## config.mk

```make
export PLATFORM = sky130hd
export DESIGN_NAME = tglpoll
export DESIGN_NICKNAME = d
export VERILOG_FILES = /design/src/rtl/tglpoll_pkg.sv /design/src/rtl/tglpoll_budget.sv /design/src/rtl/tglpoll_track.sv /design/src/rtl/tglpoll_fsm.sv /design/src/rtl/tglpoll.sv
export SDC_FILE = /design/constraint.sdc
export NUM_CORES = 1
export LEC_CHECK = 0
export BUFFER_PORTS_ARGS = -buffer_cell sky130_fd_sc_hd__buf_2
export CAP_MARGIN = 5
export CORE_MARGIN = 2
export CORE_UTILIZATION = 53
export DETAILED_ROUTE_END_ITERATION = 8
export GPL_ROUTABILITY_DRIVEN = 0
export GPL_TIMING_DRIVEN = 0
export PLACE_DENSITY = 0.78
export SLEW_MARGIN = 20
export SYNTH_ARGS = -nofsm -noshare
export SYNTH_HDL_FRONTEND = slang
export SYNTH_HIERARCHICAL = 1
export SYNTH_SLANG_ARGS = --single-unit
export TNS_END_PERCENT = 100
```

## constraint.sdc

```tcl
create_clock -name clk -period 3.02 [get_ports clk]
set_clock_uncertainty 0.1 [all_clocks]
set_input_delay 0.604 -clock clk [delete_from_list [all_inputs] [get_ports clk]]
set_output_delay 0.604 -clock clk [all_outputs]
set_load 0.01 [all_outputs]
```

## src/rtl/tglpoll_pkg.sv

```systemverilog
`timescale 1ns/1ps
package tglpoll_pkg;

    localparam int          STAT_W    = 8;
    localparam int          TOG_POS   = 6;
    localparam int          ERR_POS   = 5;
    localparam logic [7:0]  RESET_CMD = 8'hF0;

    typedef enum logic [2:0] {
        S_IDLE,
        S_ISSUE,
        S_WAIT,
        S_PAUSE,
        S_RSTWR,
        S_PASS,
        S_FAIL
    } ctl_state_e;

    // Position of the current read within a comparison
    typedef enum logic [1:0] {
        P_PAIR1,
        P_PAIR2,
        P_RECHK1,
        P_RECHK2
    } read_slot_e;

    typedef struct packed {
        logic       pass;
        logic       fail;
        logic       keep;
        read_slot_e next_slot;
    } slot_outcome_t;

    // Judge one returned status byte against the stored toggle value
    function automatic slot_outcome_t judge(read_slot_e slot, logic ref_bit,
                                            logic [STAT_W-1:0] stat);
        slot_outcome_t o;
        logic          same;
        o           = '0;
        o.next_slot = P_PAIR1;
        same        = (stat[TOG_POS] == ref_bit);
        unique case (slot)
            P_PAIR1: begin
                o.keep      = 1'b1;
                o.next_slot = P_PAIR2;
            end
            P_PAIR2: begin
                if (same)              o.pass      = 1'b1;
                else if (stat[ERR_POS]) o.next_slot = P_RECHK1;
                else                   o.next_slot = P_PAIR1;
            end
            P_RECHK1: begin
                o.keep      = 1'b1;
                o.next_slot = P_RECHK2;
            end
            P_RECHK2: begin
                if (same) o.pass = 1'b1;
                else      o.fail = 1'b1;
            end
            default: o.next_slot = P_PAIR1;
        endcase
        return o;
    endfunction

endpackage

```

## src/rtl/tglpoll_budget.sv

```systemverilog
`timescale 1ns/1ps
module tglpoll_budget #(
    parameter int MAX_READS = 1024
) (
    input  logic clk,
    input  logic rst,
    input  logic clr,
    input  logic inc,
    output logic exhausted
);
    localparam int CNT_W = $clog2(MAX_READS + 1);

    logic [CNT_W-1:0] cnt;

    always_ff @(posedge clk) begin
        if (rst || clr) cnt <= '0;
        else if (inc)   cnt <= cnt + 1'b1;
    end

    assign exhausted = (cnt == CNT_W'(MAX_READS));
endmodule

```

## src/rtl/tglpoll_track.sv

```systemverilog
`timescale 1ns/1ps
module tglpoll_track (
    input  logic clk,
    input  logic rst,
    input  logic rd_fire,
    input  logic rvalid,
    output logic pending
);
    always_ff @(posedge clk) begin
        if (rst)          pending <= 1'b0;
        else if (rd_fire) pending <= 1'b1;
        else if (rvalid)  pending <= 1'b0;
    end
endmodule

```

## src/rtl/tglpoll_fsm.sv

```systemverilog
`timescale 1ns/1ps
module tglpoll_fsm
    import tglpoll_pkg::*;
(
    input  logic              clk,
    input  logic              rst,
    input  logic              start,
    input  logic              yield_req,
    input  logic              rvalid,
    input  logic [STAT_W-1:0] rdata,
    input  logic              exhausted,
    input  logic              pending,
    output logic              rd_fire,
    output logic              cnt_clr,
    output logic              bus_req,
    output logic              bus_we,
    output logic [STAT_W-1:0] bus_wdata,
    output logic              busy,
    output logic              done_ok,
    output logic              done_fail
);
    ctl_state_e    st, st_nxt;
    read_slot_e    slot, slot_nxt;
    logic          ref_bit, ref_nxt;
    slot_outcome_t oc;

    always_comb begin
        st_nxt    = st;
        slot_nxt  = slot;
        ref_nxt   = ref_bit;
        rd_fire   = 1'b0;
        cnt_clr   = 1'b0;
        bus_req   = 1'b0;
        bus_we    = 1'b0;
        bus_wdata = '0;
        oc        = judge(slot, ref_bit, rdata);
        unique case (st)
            S_IDLE: if (start) begin
                st_nxt   = S_ISSUE;
                slot_nxt = P_PAIR1;
                cnt_clr  = 1'b1;
            end
            S_ISSUE: begin
                if (yield_req)      st_nxt = S_PAUSE;
                else if (exhausted) st_nxt = S_RSTWR;
                else begin
                    bus_req = 1'b1;
                    rd_fire = 1'b1;
                    st_nxt  = S_WAIT;
                end
            end
            S_WAIT: begin
                if (yield_req) st_nxt = S_PAUSE;
                else if (rvalid) begin
                    if (oc.keep) ref_nxt = rdata[TOG_POS];
                    if (oc.pass)      st_nxt = S_PASS;
                    else if (oc.fail) st_nxt = S_RSTWR;
                    else begin
                        st_nxt   = S_ISSUE;
                        slot_nxt = oc.next_slot;
                    end
                end
            end
            S_PAUSE: if (!yield_req && !pending) begin
                st_nxt   = S_ISSUE;
                slot_nxt = P_PAIR1;
            end
            S_RSTWR: begin
                bus_req   = 1'b1;
                bus_we    = 1'b1;
                bus_wdata = RESET_CMD;
                st_nxt    = S_FAIL;
            end
            S_PASS, S_FAIL: st_nxt = S_IDLE;
            default:        st_nxt = S_IDLE;
        endcase
    end

    always_ff @(posedge clk) begin
        if (rst) begin
            st      <= S_IDLE;
            slot    <= P_PAIR1;
            ref_bit <= 1'b0;
        end else begin
            st      <= st_nxt;
            slot    <= slot_nxt;
            ref_bit <= ref_nxt;
        end
    end

    assign busy      = (st != S_IDLE);
    assign done_ok   = (st == S_PASS);
    assign done_fail = (st == S_FAIL);
endmodule

```

## src/rtl/tglpoll.sv

```systemverilog
`timescale 1ns/1ps
module tglpoll
    import tglpoll_pkg::*;
#(
    parameter int MAX_READS = 1024
) (
    input  logic              clk,
    input  logic              rst,
    input  logic              start,
    input  logic              yield_req,
    output logic              bus_req,
    output logic              bus_we,
    output logic [STAT_W-1:0] bus_wdata,
    input  logic              bus_rvalid,
    input  logic [STAT_W-1:0] bus_rdata,
    output logic              busy,
    output logic              done_ok,
    output logic              done_fail
);
    logic rd_fire;
    logic cnt_clr;
    logic exhausted;
    logic rd_pending;

    tglpoll_budget #(.MAX_READS(MAX_READS)) u_budget (
        .clk       (clk),
        .rst       (rst),
        .clr       (cnt_clr),
        .inc       (rd_fire),
        .exhausted (exhausted)
    );

    tglpoll_track u_track (
        .clk     (clk),
        .rst     (rst),
        .rd_fire (rd_fire),
        .rvalid  (bus_rvalid),
        .pending (rd_pending)
    );

    tglpoll_fsm u_fsm (
        .clk       (clk),
        .rst       (rst),
        .start     (start),
        .yield_req (yield_req),
        .rvalid    (bus_rvalid),
        .rdata     (bus_rdata),
        .exhausted (exhausted),
        .pending   (rd_pending),
        .rd_fire   (rd_fire),
        .cnt_clr   (cnt_clr),
        .bus_req   (bus_req),
        .bus_we    (bus_we),
        .bus_wdata (bus_wdata),
        .busy      (busy),
        .done_ok   (done_ok),
        .done_fail (done_fail)
    );
endmodule

```

* Word level (Yosys, flattened, before mapping)
Index checks and enable logic that the tools add are counted.
** Storage, ports and cells
- Bits in registers :: 18
- Input bits :: 13
- Output and inout port bits :: 13
** Cells by class
- Add/sub/neg operators :: 1
- Equality and inequality tests :: 18
- Mux-type cells :: 34
- Bitwise operators :: 1
- Reductions and logical operators :: 14
** Operators by type and width (number)
- $mux W3 :: 8
- $mux W2 :: 8
- $pmux W3 S5 :: 1
- $mux W1 :: 13
- $pmux W2 S3 :: 2
- $add A11 B1 Y11 const B :: 1
- $eq A11 B11 Y1 const B :: 1
- $ne A2 B2 Y1 const B :: 5
- $eq A3 B3 Y1 const B :: 3
- $mux W8 :: 1
- $reduce_and A7 Y1 :: 1
- $eq A3 B2 Y1 const B :: 2
- $reduce_bool A3 Y1 :: 2
- $eq A2 B2 Y1 const B :: 2
- $reduce_and A4 Y1 :: 1
- $reduce_or A2 Y1 :: 2
- $eq A3 B1 Y1 const B :: 1
- $logic_not A3 Y1 :: 1
- $ne A3 B3 Y1 const B :: 1
- $reduce_and A3 Y1 :: 1
- $eq A2 B1 Y1 const B :: 1
- $logic_not A1 Y1 :: 2
- $logic_not A2 Y1 :: 1
- $ne A2 B1 Y1 const B :: 1
- 6 further kinds :: 6

* Longest topological paths before layout
Gate-level depths: netlist of run 1.
- Word-level depth :: 8
- Depth in mapped cells :: 8
- Depth with buffers taken out :: 7

* By module
Netlist of run 1, hierarchy kept.
** By module, submodules not included
- tglpoll_budget :: instances 1, cells an instance 63, area each 565.5 µm², sequential area each 220.2 µm²
- tglpoll_fsm :: instances 1, cells an instance 72, area each 551.8 µm², sequential area each 120.1 µm²
- tglpoll_track :: instances 1, cells an instance 4, area each 38.8 µm², sequential area each 20.0 µm²

* Worst setup path before layout of run 1
Ideal clock, no wire load.
- Kind :: input-to-reg
- Start :: input yield_req
- End :: register u_budget.cnt[9]
- Library setup time :: 0.070 ns
- Data arrival time :: 2.080 ns
- Path slack :: 0.770 ns
- Stages on the path :: 6
- Buffers on the path :: 2
- Cells stage by stage :: clkbuf_1 -> nor4_1 -> buf_4 -> nand4_2 -> or4_1 -> a21oi_1
** On the way
- Longest elaborated chain between the ends :: 2
** Ends and longest elaborated chain
- start: declaration :: line tglpoll.sv:10 : input logic yield_req,
- $mux W1 :: line tglpoll_fsm.sv:44 : if (yield_req) st_nxt = S_PAUSE;
- $mux W1 :: line tglpoll_fsm.sv:37 : unique case (st)
- via rd_fire :: line tglpoll.sv:20 : logic rd_fire;
- end signal: assignment :: line tglpoll_budget.sv:17 : else if (inc) cnt <= cnt + 1'b1;
- end: declaration :: line tglpoll_budget.sv:13 : logic [CNT_W-1:0] cnt;
The timed path passes the listed nets, and every way through them passes these cells.
A chain may end at the register's enable or synchronous reset.

* Final worst setup path of run 1
- Start :: register u_budget.cnt[0]
- End :: output bus_req
** On the way
- Longest elaborated chain between the ends :: 4
** Ends and longest elaborated chain
- $eq A11 B11 Y1 :: line tglpoll_budget.sv:20 : assign exhausted = (cnt == CNT_W'(MAX_READS));
- via exhausted :: line tglpoll.sv:22 : logic exhausted;
- $mux W1 :: line tglpoll_fsm.sv:45 : else if (exhausted) st_nxt = S_RSTWR;
- $mux W1 :: line tglpoll_fsm.sv:44
- $pmux W1 S2 :: line tglpoll_fsm.sv:37
- end: declaration :: line tglpoll.sv:11 : output logic bus_req,
The timed path passes the listed nets, and every way through them passes these cells.

==> results.md, run 1 <==
CTS:
- The tree built by TritonCTS fans out to 18 sinks.
- The TritonCTS clock tree is done.
- For the worst-skew pair, the clock arrives at the later sink with an insertion delay of 0.31 ns.
- The post-cts hold buffer count is 0.
- In this run the number of H-tree levels came out at 1.
- The clock-pin transition on the worst setup and hold timing paths is 0.12 ns.
- After clock tree synthesis, the repair step resized 0 gates.
- Once the clock tree was built, the setup fixing pass inserted 0 buffers.
- The root buffer cell is sky130_fd_sc_hd__clkbuf_4.
- Buffers inserted during clock tree synthesis total 3.
- The clock passes through at most 2 buffers.

Worst hold path:
- The class of the worst hold path is flop to flop.

Placement:
- After legalization and detailed placement, the total HPWL measured 1.83 mm.
- The post-placement worst setup slack is roughly 0.48 ns.
- The number of instances in the placed design is roughly 180.
- The count of input and output buffers is 14.

Timing:
- Setup violations remaining at the end of the flow were counted as 0.
- The max-slew headroom at the worst pin is between 50 and 60%.
- Setup repair after global routing left no endpoint under its margin.
- At the pin with the least slew margin, the transition time is approximately 0.63 ns.
- The setup TNS is 0 ns.
- The final number of hold-violating endpoints was 0.
- Across all setup checks in the final design, the least slack found is approximately 0.40 ns.
- The smallest clock period supported by the final layout is computed as 2.62 ns.
- In the finished design, the share of the clock period the worst path needs comes to about 87%.
- The max-slew violation total from the final report is 0.
- The highest clock rate is between 0.3 and 0.4 GHz.

Yosys:
- In the synthesized netlist the dominant register cell turns out to be sky130_fd_sc_hd__dfxtp_1.
- The sequential element share of the synthesized area is 31.2%.
- The largest total area in the synthesized netlist belongs to sky130_fd_sc_hd__dfxtp_1.
- In this run, synthesis produced a sequential element count of 18.
- The mapped cell area is between 1000 and 1500 um2.
- The synthesized design contains 0 enable-type register cells.
- The number of different library cells in the post-synthesis netlist is 48.
- The share of synthesized area in the top cell type comes to between 30% and 40%.
- The cell count after synthesis came out at 139.
- The Yosys warning count is 6.
- The average footprint of a synthesized cell is roughly 8.3 um2.
- For this run, asynchronously set or reset flops after synthesis account for 0%.
- In the post-synthesis netlist, the biggest area contributors are sky130_fd_sc_hd__dfxtp_1 31%, sky130_fd_sc_hd__buf_4 5.8%, sky130_fd_sc_hd__nor2_1 3.9%.

Setup path:
- STA puts the critical path data required time at ~2.3 ns.
- The startpoint class of the critical path is a flop.
- The critical path data arrival time is ~1.9 ns.
- The maximum fanout along the worst path is 5.
- The worst setup path is captured at an output port.
- The type of the worst setup path is flop to output port.

Power and ir drop:
- The switching portion of total power is approximately 29%.
- The internal power component is around 0.35 mW.
- The part of the power in combinational logic is 17.6%.
- Per report_power, the sequential group accounts for ~50% of the total.
- The net switching power of the design is roughly 0.14 mW.
- The maximum VDD drop is between 0.0002 and 0.0003 V.
- The total power consumption of the routed design is around 0.50 mW.
- In this run the static leakage power is 0.527 nW.
- In this run the power density over the cells is about 380 nW/um2.
- The clock network is responsible for between 30 and 40% of the overall power.

Floorplan:
- The initial core utilization is 57.8%.
- The die extent in y is between 50 and 60 um.
- The area of the core is about 2000 um2.
- In this run the count of I/O pins placed on the die edge is 26.
- The die area is around 2600 um2.
- The standard-cell row count is 16.
- Measured along the x axis, the die boundary spans 50.7 um.

Finish:
- The post-route core utilization is around 65%.
- The final layout contains 176 nets.
- The multi-input combinational cells in the finished layout cover a total of around 680 um2.
- The count of inserted antenna diode cells is 0.
- Leaving out filler cells and counting taps, the final layout contains 187.
- Counting the fill cells in the layout gives about 170.
- The flip-flop and latch area is 360 um2.
- The fraction of final layout cells sized beyond drive strength 1 is about a quarter.
- The layout overhead on the synthesized area is 13.1%.

GRT:
- In the global route stage, overall resource usage came out at about a fifth.
- The initial antenna violation count is 0.
- The first global-routing pass estimated 4.06 mm of wire.
- The number of global-route vias before repair is 952.
- The maximum number of pins on one net before global-route repair is 13.
- For this run the aggregate overflow at the end of global routing stands at 0.

Drt:
- The count of unresolved DRC violations after routing is 0.
- Dividing the detail-routed via count by the number of cells gives about 5.7.
- The detailed-route wire length is 2.53 mm.
- The mean routed wirelength per cell is 13.5 um.
- The detailed router placed 1075 vias in this run.
- In this run the remaining antenna-violating nets after routing total 0.
- In this run, the number of DRC markers left after iteration 0 of detailed routing was 25.
- The first detailed-routing pass ran for 4 iterations.

Flow run:
- The reported max-cap violation count is 0.

Outcome:
- The run finished with clean final reports.
==> worst max-delay path: stages (launching register included) <==
cell and delay, ns:
sky130_fd_sc_hd__dfxtp_1 0.43, sky130_fd_sc_hd__inv_1 0.07, sky130_fd_sc_hd__ha_1 0.19, sky130_fd_sc_hd__and4_1 0.22
sky130_fd_sc_hd__nor4_1 0.43, sky130_fd_sc_hd__or2_1 0.16, sky130_fd_sc_hd__buf_2 0.12
==> logic make-up after synthesis <==
logic type,after synthesis,share of synthesized area (%)
other cells,1,0.324
simple gates,57,31.3
mux,3,2.60
flops,18,31.2
compound gates,29,17.6
buf+inv,24,11.0
xor+xnor,5,3.79
fa+ha+maj,2,2.16
==> sequential cells by signal (all words and copies together), names as in the netlist <==
register,flops
u_track/pending,1
u_fsm/ref_bit,1
u_fsm/st,3
u_fsm/slot,2
u_budget/cnt,11
==> final timing paths <==
path / start / endpoint / slack, ns / cells past startpoint
setup / recovery: u_budget/cnt[0]$_SDFFE_PP0P_ / bus_req / 0.40 / 6
setup reg to reg: u_budget/cnt[0]$_SDFFE_PP0P_ / u_budget/cnt[9]$_SDFFE_PP0P_ / 0.45 / 8
hold reg to reg: u_budget/cnt[10]$_SDFFE_PP0P_ / u_budget/cnt[10]$_SDFFE_PP0P_ / 0.38 / 2
hold / removal: u_budget/cnt[10]$_SDFFE_PP0P_ / u_budget/cnt[10]$_SDFFE_PP0P_ / 0.38 / 2
==> synthesized netlist by cell type (2+ instances only) <==
library cell,instances
sky130_fd_sc_hd__dfxtp_1,18
sky130_fd_sc_hd__nor2_1,12
sky130_fd_sc_hd__inv_1,10
sky130_fd_sc_hd__nand2_1,10
sky130_fd_sc_hd__buf_4,9
sky130_fd_sc_hd__a21oi_1,5
sky130_fd_sc_hd__o31ai_1,5
sky130_fd_sc_hd__nand2b_1,4
sky130_fd_sc_hd__o21ai_0,4
sky130_fd_sc_hd__or3_1,4
sky130_fd_sc_hd__or4_1,4
sky130_fd_sc_hd__xor2_1,4
sky130_fd_sc_hd__buf_2,3
sky130_fd_sc_hd__mux2i_1,3
sky130_fd_sc_hd__nor4_1,3
sky130_fd_sc_hd__a31oi_1,2
sky130_fd_sc_hd__clkbuf_1,2
sky130_fd_sc_hd__ha_1,2
sky130_fd_sc_hd__nand4_1,2
sky130_fd_sc_hd__nand4bb_1,2
sky130_fd_sc_hd__nor2b_1,2
sky130_fd_sc_hd__nor4b_1,2
sky130_fd_sc_hd__o21ai_1,2
==> power by group through the flow <==
stage          Clock (mW)  Combinational [mW]  Sequential [mW]
6_report            0.155              0.0875            0.254
5_1_grt             0.176              0.0954            0.256
2_1_floorplan           0              0.0646            0.256
3_3_place_gp            0              0.0833            0.259
3_5_place_dp            0              0.0859            0.260
4_1_cts             0.163              0.0865            0.254
==> final cells by class <==
cell class	instances	area share, %
tap	27	2.58
sequential	18	27.6
timing repair buffer	14	5.36
clock buffer	4	2.78
multi-input combinational	100	52.0
buffer	14	6.89
inverter	10	2.87
==> stage by stage <==
stage                     area, um2  hold WS (ns)
after floorplan                1170         0.339
after global placement         1270         0.354
after detailed placement       1270         0.362
after CTS                      1310         0.384
after global routing           1310         0.404
final                          1310         0.384
==> routing by layer <==
layer  global-route usage [%]  vias up  share of wire [%]  routed length (um)
met4                     9.01        0               0.75                  19
met5                        0        -                  0                   0
met1                     24.0      501                 42                1060
li1                         -      535                  -                   -
met3                     6.25        4                5.2                 132
met2                     35.7       35                 52                1310
==> cell usage in the layout, fill, tap and decap left out, types with 2 or more instances in the layout <==
master | synthesis | layout
sky130_fd_sc_hd__nor2b_1 | 2 | 2
sky130_fd_sc_hd__o21ai_1 | 2 | 2
sky130_fd_sc_hd__a31oi_1 | 2 | 2
sky130_fd_sc_hd__a21oi_1 | 5 | 5
sky130_fd_sc_hd__clkbuf_4 | 0 | 3
sky130_fd_sc_hd__ha_1 | 2 | 2
sky130_fd_sc_hd__buf_4 | 9 | 9
sky130_fd_sc_hd__conb_1 | 1 | 4
sky130_fd_sc_hd__nand4_1 | 2 | 2
sky130_fd_sc_hd__xor2_1 | 4 | 4
sky130_fd_sc_hd__inv_1 | 10 | 10
sky130_fd_sc_hd__nand2_1 | 10 | 10
sky130_fd_sc_hd__nor2_1 | 12 | 12
sky130_fd_sc_hd__or4_1 | 4 | 4
sky130_fd_sc_hd__nand4bb_1 | 2 | 2
sky130_fd_sc_hd__or3_1 | 4 | 4
sky130_fd_sc_hd__mux2i_1 | 3 | 3
sky130_fd_sc_hd__nor4b_1 | 2 | 2
sky130_fd_sc_hd__buf_2 | 3 | 17
sky130_fd_sc_hd__nor4_1 | 3 | 3
sky130_fd_sc_hd__nand2b_1 | 4 | 4
sky130_fd_sc_hd__clkbuf_1 | 2 | 2
sky130_fd_sc_hd__o21ai_0 | 4 | 4
sky130_fd_sc_hd__o31ai_1 | 5 | 5
sky130_fd_sc_hd__dfxtp_1 | 18 | 18
(Power assumes the default switching activity.)
==> run 2, diff against run 1 <==
Settings changed: BUFFER_PORTS_ARGS -buffer_cell sky130_fd_sc_hd__buf_2 to unset, CORE_UTILIZATION 53 to 61, DONT_BUFFER_PORTS set to 1, PLACE_DENSITY 0.78 to unset, PLACE_DENSITY_LB_ADDON set to 0.1, SLEW_MARGIN 20 to 15.
==> run 2 against run 1 <==
  * Clock power decreased by 6%
  * Highest routed layer unchanged
  * Critical endpoint unchanged
  * Critical path type unchanged
  * First-iteration DRC count is 12% higher
  * Die area is 12% lower
  * Count of clock-buffer cells in the layout unchanged
  * Global-route usage grew 2.8 points
  * Largest cell class unchanged
  * Fmax rose by 1.0%
  * Register-to-register slack hardly changed
  * Sequential cell count did not move
  * Cell area down 5.6%
==> results.md, run 2 (synthesis gave the netlist of run 1 again) <==
Outcome:
- The run finished with clean final reports.

Finish:
- The largest registers in the layout are u_budget/cnt: 11 flops, u_fsm/st: 3 flops, u_fsm/slot: 2 flops.
- The library cell used most frequently in the layout, excluding fill and tap cells, is sky130_fd_sc_hd__dfxtp_1.
- Compared with the post-synthesis result, the final layout area differs by 6.82%.
- Leaving out fill and tap cells, the most frequent cells in the layout are 18 x sky130_fd_sc_hd__dfxtp_1, 12 x sky130_fd_sc_hd__nor2_1, 10 x sky130_fd_sc_hd__inv_1, 10 x sky130_fd_sc_hd__nand2_1, 9 x sky130_fd_sc_hd__buf_4.
- The multi-input combinational cells in the finished layout cover a total of about 680 um2.
- The fraction of final layout cells sized beyond drive strength 1 is about 16%.
- The sequential cells in the finished layout cover a total of 360 um2.
- The register with the most flip-flops in the final layout is u_budget/cnt.
- The flip-flop count of the largest register after layout is 11.
- The number of antenna diodes in the final layout is 0.
- Fill cells in the final layout number roughly 150.
- The final layout net count is about 160.

Timing:
- The transition time at the pin with the least slew margin is between 0.7 and 0.8 ns.
- The final number of hold-violating endpoints was 0.
- The max-slew violation total from the final report was 0.
- Setup repair after global routing left no endpoint under its margin.
- The worst pin sits at a relative slew slack of between 40% and 50%.
- Setup violations remaining at the end of the flow were counted as 0.
- After routing, the total negative slack on setup checks comes to 0 ns.
- For the finished layout, the period the worst path requires is 2.59 ns.
- The part of the cycle the worst path needs is between 80% and 90%.
- The highest clock rate is ~0.39 GHz.

GRT:
- Global routing used approximately a quarter of the available tracks across all layers.
- The number of global-route vias before repair is just under 900.
- The first global-routing pass estimated ~3.8 mm of wire.
- The maximum number of pins on one net before global-route repair is 13.
- The initial antenna violation count is 0.
- After global routing the overflow that remains totals 0.

Setup path:
- The worst setup path is of the flop to output port kind.
- STA classifies the critical path startpoint as a flop.
- On the critical path, the stage with the largest delay is an instance of sky130_fd_sc_hd__nor3_1.
- In this run the critical register-to-register path is launched from u_budget/cnt[0]$_SDFFE_PP0P_.
- The worst reg-to-reg path cell count is 8.
- The critical path goes through buf_2, inv_1, nor3_1, or2_1.
- The endpoint kind of the worst setup timing path is an output port.
- Data arrives at the worst endpoint at 1.89 ns.
- The reg2reg setup slack is between 0.4 and 0.5 ns.
- Along the worst path, the maximum fanout reaches 10.
- The endpoint required time on the critical path is approximately 2.3 ns.
- The worst reg2reg path endpoint is u_budget/cnt[9]$_SDFFE_PP0P_.
- In this design, the stage delay of the slowest critical-path cell is between 0.6 and 0.7 ns.

Floorplan:
- The x dimension of the die is roughly 48 um.
- The standard-cell row count is 15.
- The count of pins on the block boundary is 26.
- For this configuration, the core starts out at a cell density of between 60% and 70%.
- The die is about 48 um tall.
- The core region is roughly 1700 um2.
- The die area is approximately 2300 um2.

CTS:
- Hold repair after CTS inserted 0 buffers.
- The number of cells upsized or downsized after cts is 0.
- The cell sitting at the root of the clock tree is a sky130_fd_sc_hd__clkbuf_4.
- After clock tree synthesis, the clock-pin slew on the worst setup and hold paths is roughly 0.1 ns.
- CTS saw 18 sinks.
- The number of CTS-inserted buffers is 3.
- The total setup buffers inserted after CTS is 0.
- For the worst-skew pair, the clock arrives at the later sink with an insertion delay of about 0.29 ns.
- CTS built an H-tree with a depth of 1.
- The buffer levels on the longest clock path is 2.
- The TritonCTS clock tree is done.

Drt:
- Once detail routing completed, the nets flagged for antenna violations numbered 0.
- In the routed design, unresolved DRC markers number 0.
- The pre-antenna-repair detailed-routing pass consisted of 4 iterations.
- The detailed-route wire length is approximately 2.3 mm.
- After detailed routing, the average wire length per cell comes to 13.5 um.
- Using the TritonRoute via totals, the vias-per-cell ratio works out to just under 6.
- The number of DRC markers in iteration 0 is 28.
- The via count is around 1000.

Placement:
- Summed over all nets, the half-perimeter wirelength after detailed placement is 1.70 mm.
- Port buffering added 0 buffers.

Worst hold path:
- The worst hold path belongs to the class primary input to flop.
- In this run the most critical hold path is launched from rst.
- The endpoint of the worst hold-timing path is u_track/pending$_SDFFE_PP0P_.
- The number of cells on the worst hold path is 1.

Power and ir drop:
- Power spread over the standard cell area amounts to a little under 400 nW/um2.
- In this run the static leakage power is roughly 0.46 nW.
- The worst-case IR drop observed on VDD is ~0.00034 V.
- After layout, the design draws a total of approximately 0.48 mW.

Flow run:
- The reported max-cap violation count is 0.
[run 2: changes by cell type in the layout (fill, tap and decap cells not counted)]
cell,before,now
sky130_fd_sc_hd__buf_2,17,3
[run 2: final cells by class]
| type | instances | share of cell area (%) |
|---|---|---|
| Clock buffer | 4 | 2.94 |
| Inverter | 10 | 3.04 |
| Tap cell | 25 | 2.53 |
| Multi-Input combinational cell | 100 | 55.0 |
| Buffer | 14 | 7.29 |
| Sequential cell | 18 | 29.2 |
[run 2: metrics by stage]
| step | area (um2) | utilization [%] | hold WS, ns | setup WS (ns) | cells |
|---|---|---|---|---|---|
| after floorplan | 1170 | - | 0.339 | 0.770 | 142 |
| after CTS | 1230 | 70.8 | 0.250 | 0.404 | 171 |
| after detailed placement | 1200 | 68.7 | 0.380 | 0.466 | 167 |
| after global routing | 1230 | 70.8 | 0.239 | 0.176 | 171 |
| after global placement | 1200 | 68.7 | 0.361 | 0.553 | 167 |
| final | 1230 | 70.8 | 0.256 | 0.430 | 171 |
[run 2: power breakdown]
part	internal [mW]	leakage [nW]	switching, mW	total (mW)
sequential	0.243	0.146	0.0109	0.254
clock	0.0734	0.0210	0.0728	0.146
combinational	0.0325	0.292	0.0446	0.0771
total	0.349	0.459	0.128	0.478
[run 2: how the worst max path moves through the flow]
stage	end	cells after the start	slack, ns	start
after global placement	u_budget/cnt[9]$_SDFFE_PP0P_	6	0.55	yield_req
after floorplan	u_budget/cnt[9]$_SDFFE_PP0P_	6	0.77	yield_req
after detailed placement	u_budget/cnt[9]$_SDFFE_PP0P_	8	0.47	u_budget/cnt[0]$_SDFFE_PP0P_
after global routing	bus_req	4	0.18	u_fsm/st[2]$_SDFFE_PP0P_
final	bus_req	4	0.43	u_fsm/st[2]$_SDFFE_PP0P_
after CTS	bus_req	4	0.40	u_fsm/st[2]$_SDFFE_PP0P_
[run 2: metal layers]
layer,GRT usage (%),part of all wire (%),up-vias
met5,0,0,-
met4,8.11,0.91,0
met3,7.92,6.0,4
met2,35.4,45,29
met1,32.2,48,459
li1,-,-,502
[run 2: worst max-delay path: cells and delay by family (launching register included)]
family | cells | cell delay, ns
buffers and inverters | 2 | 0.30
AND/OR/NAND/NOR | 2 | 0.90
flip-flops | 1 | 0.39
==> run 3, diff against run 2 <==
Settings changed: REMOVE_ABC_BUFFERS set to 1.
==> run 3 against run 2 <==
  * Sequential power is 3% higher
  * Critical path type unchanged
  * Highest routed layer unchanged
  * Cell count decreased by 6.4%
  * Largest power group unchanged
  * Cell area is 5.1% lower
  * Largest cell class unchanged
==> results.md, run 3 (synthesis gave the netlist of run 1 again) <==
Power and ir drop:
- VDD sags by at most 0.000248 V.
- In this run the power density over the cells is around 400 nW/um2.
- For this design the static power due to leakage is about 0.4 nW.

GRT:
- Entering global routing, the biggest net connects 20 pins.
- The aggregate global routing overflow is 0.
- The initial antenna violation count is 0.
- The number of global-route vias before repair is 865.
- The first global-routing pass estimated between 3 and 4 mm of wire.
- For this run, the total global-route usage over all layers was measured as between 20% and 30%.

Drt:
- The via count is between 900 and 1000.
- The total iterations of the first detailed-routing run is 5.
- The number of nets with antenna violations after routing is 0.
- The mean routed wirelength per cell is ~14 um.
- After the first detailed-routing iteration, the DRC count stood at 17.
- The via-per-instance ratio is 6.13.
- The count of unresolved DRC violations after routing is 0.
- The detailed-route wire length is between 2 and 2.5 mm.

Timing:
- The transition time at the pin with the least slew margin is around 0.65 ns.
- The highest clock rate is 0.370 GHz.
- The setup TNS is 0 ns.
- The max-slew headroom at the worst pin is a little under three fifths.
- Setup violations remaining at the end of the flow were counted as 0.
- Hold is met by ~0.26 ns.
- The post-route minimum period is around 2.7 ns.
- The max-slew violation total from the final report was 0.
- The final number of hold-violating endpoints is 0.
- The worst path meets setup with roughly 0.32 ns of slack.
- Setup repair after global routing left no endpoint under its margin.
- The worst path uses 89.4% of the clock period.

Floorplan:
- The die area is roughly 2300 um2.
- For this design the top-level I/O count stands at 26.
- The initial core utilization is 66.2%.
- The floorplan has 15 rows.
- In this run the vertical extent of the chip is approximately 48 um.
- In this run the horizontal extent of the chip is around 48 um.
- In this run the standard cell core region covers 1750 um2.

Setup path:
- The maximum fanout along the worst path is 7.
- The startpoint class of the critical path is a flop.
- The count of cell instances traversed by the critical path is 5.
- The endpoint kind of the worst setup timing path is an output port.
- The type of the worst setup path is flop to output port.
- The number of cells on the worst reg-to-reg path is 8.
- The buffering stage count on the worst path with inverters included is 1.
- The signal on the critical path passes through inv_1, ha_1, and4_1, nor4_2, or2_1.
- The critical path data arrival time is roughly 2.0 ns.
- For the worst setup path, the data required time is 2.32 ns.
- In this design, the stage delay of the slowest critical-path cell is about 0.57 ns.
- The slowest stage of the critical path belongs to the cell sky130_fd_sc_hd__nor4_2.
- Among cell families on the critical path, the largest total delay comes from simple AND/OR/NAND/NOR gates.

Flow run:
- The tool flagged a number of max-cap violations equal to 0.

CTS:
- The insertion delay of the later-clocked pin in the worst-skew pair is 0.29 ns.
- CTS built an H-tree with a depth of 1.
- The clock drives 18 sinks.
- The root buffer cell is sky130_fd_sc_hd__clkbuf_4.
- TritonCTS built the clock tree.
- The buffer levels on the longest clock path is 2.
- After clock tree synthesis, the clock-pin slew on the worst setup and hold paths is roughly 0.10 ns.
- The number of cells upsized or downsized after cts is 0.
- For this design, the CTS-stage hold fixing added 0 buffers.
- After clock tree synthesis, the setup repair step added 0 buffers.
- The number of CTS-inserted buffers is 3.

Finish:
- The register with the most flip-flops in the layout has 11 of them.
- In the final layout, flip-flops and latches occupy approximately 360 um2.
- The filler cell count in the final layout is 164.
- At the end of the flow, the number of nets in the layout was roughly 150.
- Ranked by flip-flop count, first place goes to u_budget/cnt.
- The library cell used most frequently in the layout, excluding fill and tap cells, is sky130_fd_sc_hd__dfxtp_1.
- The count of inserted antenna diode cells is 0.
- In the final layout, the share of cells above drive strength 1 is around an eighth.
- In the layout the commonest cells are 18 x sky130_fd_sc_hd__dfxtp_1, 12 x sky130_fd_sc_hd__nor2_1, 10 x sky130_fd_sc_hd__inv_1, 10 x sky130_fd_sc_hd__nand2_1.
- The layout overhead on the synthesized area is 1.41%.
- The largest registers in the layout are u_budget/cnt: 11 flops, u_fsm/st: 3 flops, u_fsm/slot: 2 flops.
- Summing all multi-input logic gate instances after layout gives roughly 690 um2.

Outcome:
- The run finished with clean final reports.

Worst hold path:
- Counting instances, the worst hold path has a depth of 1.
- The min-delay analysis places its worst path in the category primary input to flop.

Placement:
- The HPWL after detailed placement is roughly 1.6 mm.
- The count of input and output buffers is 0.
- The post-placement worst setup slack is about 0.47 ns.
[run 3: changes by cell type in the layout (fill, tap and decap cells not counted), sizes merged]
cell    delta
buf        -9
clkbuf     -2
[run 3: worst paths after layout]
path / start / endpoint / slack, ns
worst min register to register: u_budget/cnt[9]$_SDFFE_PP0P_ / u_budget/cnt[9]$_SDFFE_PP0P_ / 0.40
worst min-delay path: rst / u_track/pending$_SDFFE_PP0P_ / 0.26
worst max register to register: u_budget/cnt[0]$_SDFFE_PP0P_ / u_budget/cnt[5]$_SDFFE_PP0P_ / 0.46
worst max-delay path: u_budget/cnt[0]$_SDFFE_PP0P_ / bus_req / 0.32
[run 3: where the power goes]
part	internal (mW)	switching (mW)	leakage, nW
logic	0.0262	0.0336	0.239
clock network	0.0734	0.0745	0.0210
registers	0.243	0.0176	0.146
total	0.343	0.126	0.406
[run 3: metal layers]
| layer | routed length [um] | up-vias | track usage [%] |
|---|---|---|---|
| met3 | 91 | 4 | 4.15 |
| li1 | - | 484 | - |
| met2 | 1140 | 19 | 39.5 |
| met1 | 964 | 474 | 23.7 |
| met5 | 0 | - | 0 |
| met4 | 38 | 0 | 13.0 |
[run 3: stage by stage]
step                      power [mW]  instances  cell area [um2]  utilization [%]
after CTS                      0.476        160             1170             67.2
after floorplan                0.311        128             1080                -
after global placement         0.322        153             1110             63.5
final                          0.469        160             1170             67.2
after global routing           0.495        160             1170             67.2
after detailed placement       0.326        156             1140             65.1
[run 3: layout make-up]
| class | instances | area share, % |
|---|---|---|
| multi-input cells | 100 | 58.9 |
| flip-flops and latches | 18 | 30.7 |
| inverters | 10 | 3.20 |
| clock buffers | 4 | 3.09 |
| well taps | 25 | 2.67 |
| repair buffers | 3 | 1.39 |
[run 3: worst reg2reg max path: cells and delay by family (launching register included)]
family,cells,cell delay (ns)
AND/OR/NAND/NOR,4,1.32
adder cells (fa/ha/maj),1,0.19
flip-flops,1,0.41
AO/OA/AOI/OAI,1,0.13
buffers and inverters,2,0.36
